### src/rtl/ecc_regs_pkg.sv
package ecc_regs_pkg;

    localparam int STAT_N  = 6;
    localparam int ADDR_W  = 8;
    localparam int DATA_W  = 32;

    localparam logic [ADDR_W-1:0] OFF_CFG  = 8'h00;
    localparam logic [ADDR_W-1:0] OFF_STAT = 8'h04;
    localparam logic [ADDR_W-1:0] OFF_STEN = 8'h08;
    localparam logic [ADDR_W-1:0] OFF_SGEN = 8'h0C;
    localparam logic [ADDR_W-1:0] OFF_CCNT = 8'h30;
    localparam logic [ADDR_W-1:0] OFF_DMA  = 8'h40;
    localparam logic [ADDR_W-1:0] OFF_MADR = 8'h44;
    localparam logic [ADDR_W-1:0] OFF_SADR = 8'h48;
    localparam logic [ADDR_W-1:0] OFF_VER  = 8'hD0;

    localparam int START_BIT = 31;
    localparam int DIR_BIT   = 1;
    localparam int EN_BIT    = 0;
    localparam int STR_LSB   = 3;
    localparam int STR_W     = 4;

    typedef enum logic [3:0] {
        SEL_NONE,
        SEL_CFG,
        SEL_STAT,
        SEL_STEN,
        SEL_SGEN,
        SEL_CCNT,
        SEL_DMA,
        SEL_MADR,
        SEL_SADR,
        SEL_VER
    } reg_sel_e;

    typedef struct packed {
        logic [STR_W-1:0] strength;
        logic             en;
    } cfg_t;

    function automatic reg_sel_e decode_offset(input logic [ADDR_W-1:0] a);
        case (a)
            OFF_CFG:  return SEL_CFG;
            OFF_STAT: return SEL_STAT;
            OFF_STEN: return SEL_STEN;
            OFF_SGEN: return SEL_SGEN;
            OFF_CCNT: return SEL_CCNT;
            OFF_DMA:  return SEL_DMA;
            OFF_MADR: return SEL_MADR;
            OFF_SADR: return SEL_SADR;
            OFF_VER:  return SEL_VER;
            default:  return SEL_NONE;
        endcase
    endfunction

    function automatic logic [DATA_W-1:0] cfg_word(input cfg_t c);
        logic [DATA_W-1:0] w;
        w = '0;
        w[EN_BIT] = c.en;
        w[STR_LSB +: STR_W] = c.strength;
        return w;
    endfunction

    function automatic cfg_t word_cfg(input logic [DATA_W-1:0] w);
        cfg_t c;
        c.en       = w[EN_BIT];
        c.strength = w[STR_LSB +: STR_W];
        return c;
    endfunction

endpackage

### src/rtl/ecc_reg_decode.sv
module ecc_reg_decode
    import ecc_regs_pkg::*;
(
    input  logic              valid_i,
    input  logic              write_i,
    input  logic [ADDR_W-1:0] addr_i,
    output reg_sel_e          sel_o,
    output logic              wr_o,
    output logic              rd_o
);
    always_comb begin
        sel_o = valid_i ? decode_offset(addr_i) : SEL_NONE;
        wr_o  = valid_i &  write_i;
        rd_o  = valid_i & ~write_i;
    end
endmodule

### src/rtl/ecc_int_status.sv
module ecc_int_status #(
    parameter int N = 6
) (
    input  logic         clk,
    input  logic         rst,
    input  logic         wr_stat_i,
    input  logic         wr_sten_i,
    input  logic         wr_sgen_i,
    input  logic [N-1:0] wdata_i,
    input  logic [N-1:0] src_i,
    output logic [N-1:0] status_o,
    output logic [N-1:0] sten_o,
    output logic [N-1:0] sgen_o,
    output logic         irq_o
);
    logic [N-1:0] status_q;
    logic [N-1:0] sten_q;
    logic [N-1:0] sgen_q;
    logic [N-1:0] set_v;
    logic [N-1:0] clr_v;

    assign set_v = src_i & sten_q;
    assign clr_v = wr_stat_i ? wdata_i : '0;

    for (genvar k = 0; k < N; k++) begin : g_bit
        always_ff @(posedge clk) begin
            if (rst) begin
                status_q[k] <= 1'b0;
            end else if (set_v[k]) begin
                status_q[k] <= 1'b1;
            end else if (clr_v[k]) begin
                status_q[k] <= 1'b0;
            end
        end
    end

    always_ff @(posedge clk) begin
        if (rst) begin
            sten_q <= '0;
            sgen_q <= '0;
        end else begin
            if (wr_sten_i) sten_q <= wdata_i;
            if (wr_sgen_i) sgen_q <= wdata_i;
        end
    end

    assign status_o = status_q;
    assign sten_o   = sten_q;
    assign sgen_o   = sgen_q;
    assign irq_o    = |(status_q & sgen_q);


    status_set_chk: assert property (@(posedge clk) disable iff (rst)
        (set_v != '0) |=> ((status_q & $past(set_v)) == $past(set_v)));


    no_spurious_set_chk: assert property (@(posedge clk) disable iff (rst)
        (|set_v == 1'b0) |=> ((status_q & ~$past(status_q)) == '0));


    w1c_clear_chk: assert property (@(posedge clk) disable iff (rst)
        ((clr_v & ~set_v) != '0) |=> ((status_q & $past(clr_v & ~set_v)) == '0));


    set_wins_chk: assert property (@(posedge clk) disable iff (rst)
        ((clr_v & set_v) != '0) |=> ((status_q & $past(clr_v & set_v)) == $past(clr_v & set_v)));
endmodule

### src/rtl/ecc_xfer_ctrl.sv
module ecc_xfer_ctrl (
    input  logic clk,
    input  logic rst,
    input  logic wr_dma_i,
    input  logic start_bit_i,
    input  logic dir_bit_i,
    input  logic eng_en_i,
    input  logic done_i,
    output logic busy_o,
    output logic dir_o,
    output logic start_o,
    output logic done_evt_o
);
    logic busy_q;
    logic dir_q;
    logic start_q;
    logic accept;
    logic take_dir;

    assign accept   = wr_dma_i & start_bit_i & eng_en_i & ~busy_q;
    assign take_dir = wr_dma_i & ~busy_q & (~start_bit_i | eng_en_i);

    always_ff @(posedge clk) begin
        if (rst) begin
            busy_q  <= 1'b0;
            dir_q   <= 1'b0;
            start_q <= 1'b0;
        end else begin
            start_q <= accept;
            if (take_dir) dir_q <= dir_bit_i;
            if (accept) begin
                busy_q <= 1'b1;
            end else if (done_i && busy_q) begin
                busy_q <= 1'b0;
            end
        end
    end

    assign busy_o     = busy_q;
    assign dir_o      = dir_q;
    assign start_o    = start_q;
    assign done_evt_o = done_i & busy_q;


    start_single_chk: assert property (@(posedge clk) disable iff (rst)
        start_q |=> !start_q);


    start_gate_chk: assert property (@(posedge clk) disable iff (rst)
        start_q |-> ($past(eng_en_i) && busy_q));


    busy_release_chk: assert property (@(posedge clk) disable iff (rst)
        (busy_q && done_i) |=> !busy_q);


    busy_hold_chk: assert property (@(posedge clk) disable iff (rst)
        (busy_q && !done_i) |=> (busy_q && $stable(dir_q)));
endmodule

### src/rtl/ecc_ctl_regs.sv
module ecc_ctl_regs
    import ecc_regs_pkg::*;
#(
    parameter int          CNT_W   = 16,
    parameter logic [15:0] VERSION = 16'h0003
) (
    input  logic              clk,
    input  logic              rst,
    input  logic              reg_valid,
    input  logic              reg_write,
    input  logic [7:0]        reg_addr,
    input  logic [31:0]       reg_wdata,
    output logic              reg_ready,
    output logic [31:0]       reg_rdata,
    input  logic [4:0]        events_i,
    input  logic              xfer_done_i,
    output logic              xfer_start_o,
    output logic              xfer_read_o,
    output logic              cfg_en_o,
    output logic [3:0]        cfg_strength_o,
    output logic [CNT_W-1:0]  chunk_cnt_o,
    output logic [31:0]       main_addr_o,
    output logic [31:0]       spare_addr_o,
    output logic              irq_o
);
    reg_sel_e sel;
    logic     wr;
    logic     rd;

    cfg_t             cfg_q;
    logic [CNT_W-1:0] ccnt_q;
    logic [31:0]      madr_q;
    logic [31:0]      sadr_q;

    logic [STAT_N-1:0] status;
    logic [STAT_N-1:0] sten;
    logic [STAT_N-1:0] sgen;
    logic [STAT_N-1:0] src;
    logic              busy;
    logic              dir;
    logic              done_evt;

    ecc_reg_decode u_dec (
        .valid_i (reg_valid),
        .write_i (reg_write),
        .addr_i  (reg_addr),
        .sel_o   (sel),
        .wr_o    (wr),
        .rd_o    (rd)
    );

    always_ff @(posedge clk) begin
        if (rst) begin
            cfg_q  <= '0;
            ccnt_q <= '0;
            madr_q <= '0;
            sadr_q <= '0;
        end else if (wr) begin
            case (sel)
                SEL_CFG:  cfg_q  <= word_cfg(reg_wdata);
                SEL_CCNT: ccnt_q <= reg_wdata[CNT_W-1:0];
                SEL_MADR: madr_q <= reg_wdata;
                SEL_SADR: sadr_q <= reg_wdata;
                default:  ;
            endcase
        end
    end

    assign src = {events_i, done_evt};

    ecc_int_status #(.N(STAT_N)) u_int (
        .clk       (clk),
        .rst       (rst),
        .wr_stat_i (wr && sel == SEL_STAT),
        .wr_sten_i (wr && sel == SEL_STEN),
        .wr_sgen_i (wr && sel == SEL_SGEN),
        .wdata_i   (reg_wdata[STAT_N-1:0]),
        .src_i     (src),
        .status_o  (status),
        .sten_o    (sten),
        .sgen_o    (sgen),
        .irq_o     (irq_o)
    );

    ecc_xfer_ctrl u_xfer (
        .clk         (clk),
        .rst         (rst),
        .wr_dma_i    (wr && sel == SEL_DMA),
        .start_bit_i (reg_wdata[START_BIT]),
        .dir_bit_i   (reg_wdata[DIR_BIT]),
        .eng_en_i    (cfg_q.en),
        .done_i      (xfer_done_i),
        .busy_o      (busy),
        .dir_o       (dir),
        .start_o     (xfer_start_o),
        .done_evt_o  (done_evt)
    );

    always_comb begin
        reg_rdata = '0;
        if (rd) begin
            case (sel)
                SEL_CFG:  reg_rdata = cfg_word(cfg_q);
                SEL_STAT: reg_rdata = 32'(status);
                SEL_STEN: reg_rdata = 32'(sten);
                SEL_SGEN: reg_rdata = 32'(sgen);
                SEL_CCNT: reg_rdata = 32'(ccnt_q);
                SEL_DMA: begin
                    reg_rdata[START_BIT] = busy;
                    reg_rdata[DIR_BIT]   = dir;
                end
                SEL_MADR: reg_rdata = madr_q;
                SEL_SADR: reg_rdata = sadr_q;
                SEL_VER:  reg_rdata = {VERSION, 16'h0000};
                default:  reg_rdata = '0;
            endcase
        end
    end

    assign reg_ready      = 1'b1;
    assign xfer_read_o    = dir;
    assign cfg_en_o       = cfg_q.en;
    assign cfg_strength_o = cfg_q.strength;
    assign chunk_cnt_o    = ccnt_q;
    assign main_addr_o    = madr_q;
    assign spare_addr_o   = sadr_q;


    irq_source_chk: assert property (@(posedge clk) disable iff (rst)
        irq_o |-> (status != '0 && sgen != '0));


    done_sets_flag_chk: assert property (@(posedge clk) disable iff (rst)
        (busy && xfer_done_i && sten[0]) |=> status[0]);
endmodule

### config.mk
export PLATFORM = sky130hd
export DESIGN_NAME = ecc_ctl_regs
export DESIGN_NICKNAME = d
export VERILOG_FILES = /design/src/rtl/ecc_regs_pkg.sv /design/src/rtl/ecc_reg_decode.sv /design/src/rtl/ecc_int_status.sv /design/src/rtl/ecc_xfer_ctrl.sv /design/src/rtl/ecc_ctl_regs.sv
export SDC_FILE = /design/constraint.sdc
export NUM_CORES = 1
export LEC_CHECK = 0
export BUFFER_PORTS_ARGS = -buffer_cell sky130_fd_sc_hd__buf_2
export CAP_MARGIN = 40
export CORE_ASPECT_RATIO = 0.5
export CORE_MARGIN = 10
export CORE_UTILIZATION = 45
export DETAILED_ROUTE_END_ITERATION = 10
export PLACE_DENSITY = 0.82
export SLEW_MARGIN = 20
export SYNTH_ARGS = -nofsm -noshare
export SYNTH_HDL_FRONTEND = slang
export SYNTH_SLANG_ARGS = --single-unit
### constraint.sdc
create_clock -name clk -period 2.8 [get_ports clk]
set_input_delay 0.14 -clock clk [delete_from_list [all_inputs] [get_ports clk]]
set_output_delay 0.14 -clock clk [all_outputs]
set_load 0.01 [all_outputs]
# After elaboration in Yosys (flattened, before gate mapping)
# Index checks and enable logic that the tools add are counted.
[totals]
out_inout_bits = 121
register_bits = 106
wordCells = 87
input_bits = 50
[op_classes]
n_mux = 22
eq_ne = 17
reduce_logical = 18
n_bitwise = 14
[ops]
columns = ["op", "count"]
rows = [
  ["29-bit case mux with 8 select lines", 1],
  ["4-bit case mux with 9 select lines", 1],
  ["32-bit two-way mux", 1],
  ["8-bit by 7-bit equality test with 1-bit output, second input constant", 3],
  ["4-bit by 3-bit equality test with 1-bit output, second input constant", 4],
  ["8-bit by 4-bit equality test with 1-bit output, second input constant", 2],
  ["1-bit two-way mux", 14],
  ["1-bit case mux with 7 select lines", 2],
  ["2-bit nonzero test", 7],
  ["6-bit bitwise AND", 2],
  ["1-bit bitwise AND", 8],
  ["4-bit by 2-bit equality test with 1-bit output, second input constant", 2],
  ["4-bit equality test, second input constant", 2],
  ["8-bit by 3-bit equality test with 1-bit output, second input constant", 1],
  ["8-bit by 6-bit equality test with 1-bit output, second input constant", 1],
  ["8-bit equality test, second input constant", 1],
  ["8-bit zero test", 1],
  ["2-bit AND reduction", 4],
  ["6-bit two-way mux", 1],
  ["6-bit OR reduction", 1],
  ["1-bit logical AND", 5],
  ["4-bit by 1-bit equality test with 1-bit output, second input constant", 1],
  ["4-bit two-way mux", 1],
  ["1-bit inverter", 3],
  ["2 further kinds", 2],
]

# Depth between registers and ports, before layout
# Gate-level depths: netlist of run 1.
[logic_depth]
word_depth = 9
depth_mapped = 11

# Hierarchy
# A second synthesis of run 1 with hierarchy kept.
[hier_totals]
hier_cells = 657
area_unflattened_um2 = 5107.4
[modules_own_cells]
columns = ["mod", "instances", "area_per_inst_um2", "cells_per_inst"]
rows = [
  ["ecc_ctl_regs", 1, 4047.6, 549],
  ["ecc_int_status", 1, 733.2, 68],
  ["ecc_reg_decode", 1, 181.4, 26],
  ["ecc_xfer_ctrl", 1, 145.1, 14],
]

# Least setup slack after synthesis of run 1
# No wires, ideal clock.
[synth_timing]
path_kind = "input to output"
startpoint = "input port reg_addr[4]"
endpoint = "output port reg_rdata[1]"
n_path_buf = 2
arrival_ps = 2055
setup_slack_ps = 605
cell_stages = 7
path_cell_list = "buf_2 -> or3b_1 -> a2111o_1 -> nor4_4 -> buf_4 -> a222oi_1 -> a211oi_1"
[synth_via]
elab_chain_len = 6
word_cells_on_any_way = 20
cone_classes = "15 x eq/ne; 4 x mux; 1 x reduce/logical"
[synth_rtl]
columns = ["element", "line_no", "rtl"]
rows = [
  ["start: declaration", "ecc_ctl_regs.sv:11", "input logic [7:0] reg_addr,"],
  ["8-bit equality test (tied with other cells)", "ecc_regs_pkg.sv:42", "case (a)"],
  ["4-bit case mux with 9 select lines *", "ecc_regs_pkg.sv:42", ""],
  ["4-bit two-way mux *", "ecc_reg_decode.sv:12", "sel_o = valid_i ? decode_offset(addr_i) : SEL_NONE;"],
  ["4-bit equality test (tied with other cells)", "ecc_ctl_regs.sv:102", "case (sel)"],
  ["1-bit case mux with 7 select lines *", "ecc_ctl_regs.sv:102", ""],
  ["32-bit two-way mux *", "ecc_ctl_regs.sv:101", "if (rd) begin"],
  ["end: declaration", "ecc_ctl_regs.sv:14", "output logic [31:0] reg_rdata,"],
]
# Every way passes the cells marked *; elsewhere a longest branch is shown, timed or not.

# Final worst setup path of run 1
[layout_timing]
startpoint = "input port reg_addr[3]"
endpoint = "output port reg_rdata[1]"
# The elaborated chain is that of the path after synthesis.

==> run_results.csv, run 1 <==
group,metric,value,unit
sta,max-slew-margin-rel,44.9,%
setup_path,critPathArrivalTime,2.34,ns
route,vias_per_cell,5.70,
route,vias,5315,
route,drt_pass1_iterations,5,
pwr,power_leakage,2.58,nW
worst_hold_path,hold_class,"primary input to flip-flop",
cells_and_area,final_cell_area,6210,µm²
setup_path,startpoint,"reg_addr[3]",
cells_and_area,diodes,0,
synthesis,seq_area_frac_synth,43.0,%
synthesis,synthTopCellsByArea,"dfxtp_1 (43%), nand2_1 (14%), a21oi_1 (8.8%)",
pwr,ir_drop,0.000273,V
synthesis,synth_cells,639,
setup_path,path_cells,"buf_2 -> or3b_1 -> a2111o_1 -> nor4_4 -> buf_4 -> a222oi_1 -> a211oi_1 -> buf_2",
route,drt-initial-drc-count,707,
cells_and_area,multi_input_area,2590,µm²
clocking,htree_levels,3,
placed_design,hpwl,12.8,mm
clocking,clk-insertion-delay-late,0.35,ns
cells_and_area,regArea,2120,µm²
cells_and_area,final_cells,933,
cells_and_area,fillers,969,
synthesis,synthesis.area,4930,µm²
synthesis,syn_nets,689,
placed_design,placed_cells,916,
synthesis,yosys.area.top_type,"dfxtp_1",
synthesis,synth_seq_cells,106,
synthesis,synthTopCellsByCount,"nand2_1 (182), dfxtp_1 (106), a21oi_1 (87), nor2_1 (61), a22oi_1 (30)",
route,finalWirelength,17.2,mm
route,drc,0,
job,cap_violations,0,
setup_path,cp_max_fo,12,
sta,skew,0.00404,ns
global_routing,grt_max_degree,76,
sta,setup_viol,0,
sta,setup_tns,0,ns
setup_path,required,2.66,ns
placed_design,io_buffers,169,
global_routing,gr-total-overflow,0,
global_routing,grt_pass1_wl,27.2,mm
sta,drv_slew,0,
floorplanning,row_count,26,
cells_and_area,area_growth,26.0,%
pwr,power_per_cell_area,476,nW/µm²
global_routing,grtUsageTotal,20.8,%
placed_design,place_area,5900,µm²
setup_path,r2r-start,"cfg_en_o",
clocking,cts_buffer_depth,2,
clocking,cts_tree,"yes",
sta,rsz0062_at_grt,"false",
sta,fin_crit_sh,88.4,%
floorplanning,fp.coreArea,10400,µm²
worst_hold_path,hold_start,"reg_wdata[16]",
floorplanning,die_area,15800,µm²
route,ant_nets,0,
synthesis,yosysMostFrequentCell,"nand2_1",
setup_path,start_kind,"primary input",
setup_path,cpMostUsedCell,"buf_2",
outcome,status,"completed",
synthesis,synth_edf_count,0,
floorplanning,die_x,168,µm
setup_path,critical-path-max-stage-delay,0.52,ns
sta,clock.fmax,404,MHz
synthesis,synth_ff_type,"dfxtp_1",
sta,hold_ws,0.0415,ns
floorplanning,io_pins,171,
setup_path,end_kind,"primary output",
synthesis,synth.distinct_cells,55,
synthesis,yosys_warnings,0,
synthesis,synth_top_area_share,43.0,%
setup_path,slowest_stage,"a2111o_1",
placed_design,gp_congestion,0.939,
pwr,total_power,2.96,mW
route,wl_per_cell,18.4,µm
cells_and_area,layout-drive-gt1-share,27.7,%
floorplanning,die_y,94.0,µm
sta,fin_crit,2.48,ns
sta,hold_viol_final,0,
cells_and_area,fin_nets,838,
synthesis,syn_avg_cell_area,7.72,µm²
clocking,cts_sinks,106,
clocking,cts_root_buf,"clkbuf_16",
global_routing,grt_antenna_before_repair,0,
setup_path,critical_path_class,"primary input to primary output",
clocking,clk_pin_slew,0.07,ns
clocking,ctsResizeCount,0,
synthesis,async_flop_share,0,%
sta,worstMarginPinSlew,0.818,ns
floorplanning,initial_utilization,47.2,%
global_routing,first_global_vias,5225,
clocking,cts-buffers-inserted,9,
-- through the flow --
stage	util [%]	worst slack, ns
2_1_floorplan	-	0.605
3_3_place_gp	56.2	0.281
3_5_place_dp	56.5	0.215
4_1_cts	59.4	0.205
5_1_grt	59.5	0.103
6_report	59.5	0.324
-- power by group --
| group | total, mW | switching, mW | internal, mW |
|---|---|---|---|
| combinational | 0.141 | 0.0933 | 0.0473 |
| clock | 1.31 | 0.599 | 0.711 |
| sequential | 1.51 | 0.000619 | 1.51 |
-- registers in the layout (all words and copies together) (netlist names) --
signal / cells
u_int.sten_o: 6
spare_addr_o: 32
u_int.sgen_o: 6
cfg_strength_o: 4
chunk_cnt_o: 16
u_int.status_o: 6
u_xfer.busy_o: 1
main_addr_o: 32
cfg_en_o: 1
u_xfer.start_o: 1
u_xfer.dir_o: 1
-- cell families (layout without fill, tap and decap cells) --
| group | Yosys count | in the layout | share of synthesized area (%) |
|---|---|---|---|
| AO/OA/AOI/OAI | 152 | 152 | 19.4 |
| flip-flops | 106 | 106 | 43.0 |
| XOR/XNOR | 1 | 1 | 0.178 |
| other | 1 | 1 | 0.0760 |
| AND/OR/NAND/NOR | 305 | 305 | 28.0 |
| multiplexers | 22 | 22 | 4.56 |
| buffers and inverters | 52 | 206 | 4.82 |
-- area by class of cell --
type	count	share of cell area, %
inverters	2	0.121
clock inverters	7	1.35
clock buffers	9	3.62
multi-input cells	481	41.7
flip-flops and latches	106	34.1
well taps	140	2.82
repair buffers	188	16.3
-- repair_timing --
item | in CTS | in global routing
hold buffers | 0 | 0
endpoints found under the setup margin | 0 | 3
buffers inserted | 0 | 1
endpoints found under the hold margin | 0 | 0
-- layout by cell type, fill, tap and decap left out, types with 3 or more instances in the layout --
| master | instances |
|---|---|
| nand3_1 | 12 |
| a22oi_1 | 30 |
| buf_2 | 168 |
| mux2i_1 | 18 |
| dfxtp_1 | 106 |
| nor3_2 | 4 |
| mux2_2 | 4 |
| nor2_1 | 61 |
| and3_1 | 5 |
| nor3b_1 | 3 |
| a21oi_1 | 87 |
| nand2b_1 | 4 |
| nand2_1 | 182 |
| a222oi_1 | 10 |
| buf_4 | 19 |
| clkbuf_16 | 9 |
| nor4b_1 | 3 |
| nor3_1 | 3 |
| o21ai_0 | 4 |
| nor4_1 | 4 |
| nand4_1 | 4 |
| and2_1 | 3 |
-- worst max-delay path, delay by kind of cell --
kind | cells | cell delay [ns]
AOI/OAI and AO/OA | 3 | 0.88
buffers and inverters | 3 | 0.59
and+or+nand+nor | 2 | 0.72
-- per-layer routing --
| layer | up-vias | global-route usage [%] | routed length (µm) |
|---|---|---|---|
| met5 | - | 0 | 0 |
| met4 | 0 | 7.13 | 361 |
| met3 | 27 | 6.89 | 1660 |
| met2 | 251 | 34.0 | 8030 |
| met1 | 2517 | 25.3 | 7150 |
| li1 | 2520 | - | - |
-- final timing paths --
kind	slack, ns	endpoint	depth (start not counted)
setup / recovery	0.32	reg_rdata[1]	8
hold / removal	0.04	spare_addr_o[16]	3
setup reg to reg	1.56	u_xfer.dir_o	4
hold reg to reg	0.46	main_addr_o[3]	2
No activity file was read; power rests on OpenSTA's default activity.
==> run 2: changes to the inputs <==
==> constraint.sdc (replaced) <==
create_clock -name clk -period 2.8 [get_ports clk]
set_input_delay 0.56 -clock clk [delete_from_list [all_inputs] [get_ports clk]]
set_output_delay 0.56 -clock clk [all_outputs]
set_load 0.01 [all_outputs]
==> run_results.csv, run 2 (synthesized netlist as in run 1, its figures left out) <==
group,metric,value,unit
global_routing,gr-total-overflow,0,
cells_and_area,fillers,856,
worst_hold_path,hold_class,"primary input to flip-flop",
pwr,seqPwrFrac,51.4,%
setup_path,critical_path_class,"primary input to primary output",
floorplanning,die_y,94.0,µm
sta,max-slew-margin-rel,55.3,%
pwr,power.switching,0.695,mW
cells_and_area,final_cell_area,7070,µm²
placed_design,placed_cells,962,
cells_and_area,fin_nets,892,
placed_design,io_buffers,169,
cells_and_area,regArea,2120,µm²
cells_and_area,diodes,0,
cells_and_area,final_cell_mix,"nand2_1 (180), buf_2 (166), dfxtp_1 (106)",
pwr,combinationalPowerShare,6.2,%
sta,rsz0062_at_grt,"true",
pwr,power_per_cell_area,415,nW/µm²
route,drt_pass1_iterations,6,
sta,fin_crit,3.06,ns
route,vias_per_cell,5.77,
route,drc,0,
placed_design,dp_slack,-0.455,ns
pwr,ir_drop,0.000288,V
worst_hold_path,holdPathStages,3,
setup_path,cp_max_fo,4,
setup_path,required,2.24,ns
cells_and_area,layout-drive-gt1-share,37.1,%
pwr,power_leakage,2.96,nW
sta,clock.fmax,327,MHz
floorplanning,die_area,15800,µm²
placed_design,hpwl,13.4,mm
sta,hold_viol_final,0,
outcome,status,"finished with violations",
setup_path,rr_endpoint,"u_xfer.dir_o",
placed_design,gp_congestion,0.959,
clocking,clk_pin_slew,0.07,ns
route,drt-initial-drc-count,530,
clocking,cts-buffers-inserted,9,
cells_and_area,multi_input_area,2850,µm²
setup_path,reg2regPathDepth,5,
job,cap_violations,0,
placed_design,place_area,6450,µm²
sta,fin_crit_sh,109,%
cells_and_area,final_cells,987,
setup_path,r2r-start,"cfg_en_o",
floorplanning,fp.coreArea,10400,µm²
pwr,clkPwrFrac,42.5,%
sta,worstMarginPinSlew,0.671,ns
pwr,p_sw_share,23.7,%
sta,setup_viol,32,
clocking,cts_root_buf,"clkbuf_16",
setup_path,worst-r2r-setup-slack,1.42,ns
global_routing,grtUsageTotal,22.6,%
clocking,htree_levels,3,
route,finalWirelength,19.4,mm
floorplanning,io_pins,171,
route,ant_nets,0,
outcome,violations,"setup timing",
clocking,cts_tree,"yes",
pwr,power.internal,2.24,mW
route,wl_per_cell,19.6,µm
global_routing,grt_max_degree,62,
clocking,cts_hold_buf,0,
floorplanning,row_count,26,
setup_path,critPathArrivalTime,2.50,ns
route,vias,5691,
floorplanning,die_x,168,µm
setup_path,end_kind,"primary output",
global_routing,grt_antenna_before_repair,0,
sta,fin_ws,-0.261,ns
clocking,clk-insertion-delay-late,0.35,ns
global_routing,grt_pass1_wl,29.2,mm
sta,drv_slew,0,
sta,skew,0.00451,ns
worst_hold_path,min_to,"spare_addr_o[19]",
floorplanning,initial_utilization,47.2,%
setup_path,start_kind,"primary input",
clocking,cts_sinks,106,
global_routing,first_global_vias,5559,
cells_and_area,area_growth,43.3,%
cells_and_area,final_common_cell,"nand2_1",
clocking,cts_buffer_depth,2,
worst_hold_path,hold_start,"reg_wdata[19]",
==> run 2: routing by layer <==
metal  vias to the layer above  track usage, %  part of all wire [%]  routed length [µm]
met5                         -               0                     0                   0
met4                         0            9.29                   2.6                 505
met3                        45            6.35                    10                2020
met2                       333            38.0                    48                9300
met1                      2690            26.9                    39                7560
li1                       2623               -                     -                   -
==> run 2: worst max path at each step <==
stage / start / endpoint / slack (ns) / cells after the start
floorplan: reg_addr[4] / reg_rdata[23] / -0.05 / 8
global placement: reg_addr[7] / reg_rdata[5] / -0.36 / 9
detailed placement: reg_addr[7] / reg_rdata[5] / -0.46 / 9
CTS: reg_addr[4] / reg_rdata[0] / -0.22 / 8
global route: reg_addr[4] / reg_rdata[0] / -0.32 / 8
finish: reg_addr[4] / reg_rdata[0] / -0.26 / 8
==> run 2: power by group through the flow <==
stage / clock, mW / combinational [mW] / sequential (mW)
4_1_cts: 1.25 / 0.172 / 1.51
5_1_grt: 1.32 / 0.194 / 1.51
3_5_place_dp: 0 / 0.162 / 1.54
6_report: 1.25 / 0.181 / 1.51
3_3_place_gp: 0 / 0.160 / 1.54
2_1_floorplan: 0 / 0.0713 / 1.54
==> run 2: worst max-delay path, cell delays in order <==
cell and delay [ns]:
buf_6 0.09, or3b_1 0.37, a2111o_1 0.46, nor4_4 0.24
buf_6 0.18, a22oi_2 0.09, a311oi_4 0.32, buf_2 0.18
==> run 2: stage by stage <==
stage	setup TNS [ns]	utilization (%)	hold slack [ns]	power [mW]
2_1_floorplan	-0.696	-	0.469	1.61
3_3_place_gp	-6.23	61.7	0.452	1.70
3_5_place_dp	-7.35	61.7	0.459	1.71
4_1_cts	-5.11	65.9	0.450	2.93
5_1_grt	-7.35	67.7	0.468	3.02
6_report	-5.05	67.7	0.452	2.93
==> run 2: cell type report <==
type / instances / area share (%)
tap: 140 / 2.48
multi-input combinational: 481 / 40.3
inverter: 2 / 0.106
clock buffer: 12 / 3.63
clock inverter: 4 / 0.478
sequential: 106 / 30.0
timing repair buffer: 242 / 23.0
==> run 2: what timing repair did <==
| action | CTS | global route |
|---|---|---|
| cloned | 1 | 2 |
| gates resized for setup | 26 | 30 |
| endpoints found under the setup margin | 32 | 32 |
| buffers inserted | 3 | 3 |
| pin swaps | 12 | 13 |
==> run 3: changes to the inputs <==
--- a/config.mk
+++ b/config.mk
@@ -11,6 +11,7 @@
 export CORE_MARGIN = 10
 export CORE_UTILIZATION = 45
 export DETAILED_ROUTE_END_ITERATION = 10
+export MAX_ROUTING_LAYER = met4
 export PLACE_DENSITY = 0.82
 export SLEW_MARGIN = 20
 export SYNTH_ARGS = -nofsm -noshare
==> constraint.sdc (replaced) <==
create_clock -name clk -period 2.8 [get_ports clk]
set_input_delay 0.56 -clock clk [delete_from_list [all_inputs] [get_ports clk]]
set_output_delay 0.56 -clock clk [all_outputs]
set_load 0.02 [all_outputs]
==> run_results.csv, run 3 (synthesized netlist as in run 1, its figures left out) <==
group,metric,value,unit
job,cap_violations,0,
setup_path,reg2regPathDepth,4,
route,wl_per_cell,20.3,µm
setup_path,worst-r2r-setup-slack,1.34,ns
cells_and_area,layout-drive-gt1-share,41.6,%
route,drt_pass1_iterations,5,
floorplanning,die_area,15800,µm²
clocking,cts_tree,"yes",
route,ant_nets,0,
outcome,status,"finished with violations",
sta,fin_crit_sh,112,%
route,finalWirelength,20.4,mm
route,vias,5871,
pwr,power.switching,0.736,mW
setup_path,cp_max_fo,4,
setup_path,crit_path_end,"reg_rdata[3]",
floorplanning,io_pins,171,
global_routing,grt_max_degree,74,
pwr,p_sw_share,25.0,%
sta,setup_viol,32,
clocking,clk-insertion-delay-late,0.35,ns
cells_and_area,fin_nets,909,
global_routing,first_global_vias,5798,
placed_design,gp_congestion,0.976,
route,drt-initial-drc-count,872,
pwr,power.internal,2.21,mW
clocking,htree_levels,3,
setup_path,rr_endpoint,"u_xfer.dir_o",
cells_and_area,diodes,0,
placed_design,hpwl,13.6,mm
route,vias_per_cell,5.85,
pwr,total_power,2.95,mW
placed_design,io_buffers,169,
setup_path,end_kind,"primary output",
setup_path,startpoint,"reg_addr[7]",
cells_and_area,final_cell_mix,"nand2_1 (180), buf_2 (133), dfxtp_1 (106)",
clocking,clk_pin_slew,0.07,ns
pwr,clkPwrFrac,42.0,%
sta,hold_viol_final,0,
sta,worstMarginPinSlew,0.766,ns
floorplanning,row_count,26,
placed_design,dp_slack,-0.380,ns
clocking,cts_sinks,106,
setup_path,critPathArrivalTime,2.57,ns
floorplanning,die_y,94.0,µm
outcome,violations,"setup timing",
sta,drv_slew,0,
pwr,power_leakage,3.05,nW
cells_and_area,fin_util,72.4,%
sta,skew,0.00478,ns
clocking,cts-buffers-inserted,9,
setup_path,r2r-start,"cfg_en_o",
sta,fin_crit,3.13,ns
setup_path,required,2.24,ns
pwr,seqPwrFrac,51.2,%
worst_hold_path,hold_start,"reg_wdata[16]",
clocking,cts_buffer_depth,2,
cells_and_area,area_growth,53.2,%
sta,rsz0062_at_grt,"true",
global_routing,gr-total-overflow,0,
clocking,cts_root_buf,"clkbuf_16",
cells_and_area,final_common_cell,"nand2_1",
floorplanning,initial_utilization,47.2,%
pwr,ir_drop,0.000292,V
global_routing,grtUsageTotal,24.2,%
floorplanning,die_x,168,µm
worst_hold_path,hold_class,"primary input to flip-flop",
cells_and_area,fillers,718,
sta,clock.fmax,319,MHz
pwr,combinationalPowerShare,6.9,%
sta,fin_ws,-0.333,ns
global_routing,grt_pass1_wl,30.4,mm
setup_path,start_kind,"primary input",
global_routing,grt_antenna_before_repair,0,
setup_path,critical_path_class,"primary input to primary output",
floorplanning,fp.coreArea,10400,µm²
pwr,power_per_cell_area,390,nW/µm²
sta,max-slew-margin-rel,48.9,%
route,drc,0,
## run 3: cell types whose count changed in the layout (fill, tap and decap cells not counted), sizes merged
| cell | previous run | this run |
|---|---|---|
| buf | 240 | 258 |
| clkinvlp | 0 | 1 |
| clkbuf | 14 | 9 |
| inv | 4 | 6 |
| clkinv | 2 | 1 |
| bufbuf | 0 | 1 |
## run 3: worst max-delay path: stages
cell	delay (ns)
buf_6	0.09
or3b_1	0.37
a2111o_2	0.56
buf_6	0.16
nand2_4	0.06
nor3b_2	0.05
a222oi_1	0.27
buf_4	0.17
a41oi_4	0.11
buf_6	0.16
## run 3: worst min path at each step
stage                            end  cells after the start  slack [ns]
CTS                 spare_addr_o[16]                      3        0.45
floorplan              u_xfer.busy_o                      2        0.47
detailed placement   main_addr_o[28]                      2        0.46
global route         chunk_cnt_o[11]                      3        0.45
global placement     main_addr_o[17]                      2        0.45
finish              spare_addr_o[16]                      3        0.46
## run 3: timing repair
item / 4_1_cts / 5_1_grt
hold buffers: 0 / 0
gates cloned: 3 / 0
resized for setup: 89 / 50
buffers inserted: 10 / 6
setup endpoints to repair: 32 / 32
pin swaps: 23 / 22
## run 3: per-stage QoR
stage | TNS [ns] | hold WS [ns] | area, µm² | instances
after floorplan | -2.77 | 0.469 | 5130 | 639
after global placement | -10.05 | 0.451 | 6560 | 971
after detailed placement | -11.37 | 0.460 | 6560 | 971
after CTS | -7.79 | 0.452 | 7310 | 999
after global routing | -9.92 | 0.454 | 7560 | 1003
final | -8.18 | 0.457 | 7560 | 1003
## run 3: area by class of cell
type | count | area, µm² | area share [%]
clock buffers | 9 | 225 | 2.98
clock inverters | 6 | 56.3 | 0.745
inverters | 2 | 7.51 | 0.0993
multi-input cells | 481 | 3050 | 40.4
flip-flops and latches | 106 | 2120 | 28.1
well taps | 140 | 175 | 2.32
repair buffers | 259 | 1920 | 25.4
## run 3: per-layer routing
layer | vias to the layer above | global-route usage, % | wire, µm
met5 | - | - | 0
met4 | 0 | 6.77 | 524
met3 | 64 | 7.39 | 2020
met2 | 349 | 39.1 | 9670
met1 | 2798 | 28.9 | 8160
li1 | 2660 | - | -
## run 3: power groups by stage
stage	sequential, mW	combinational, mW	clock (mW)
global route	1.51	0.215	1.31
detailed placement	1.54	0.168	0
finish	1.51	0.202	1.24
floorplan	1.54	0.0717	0
global placement	1.54	0.166	0
CTS	1.51	0.182	1.24
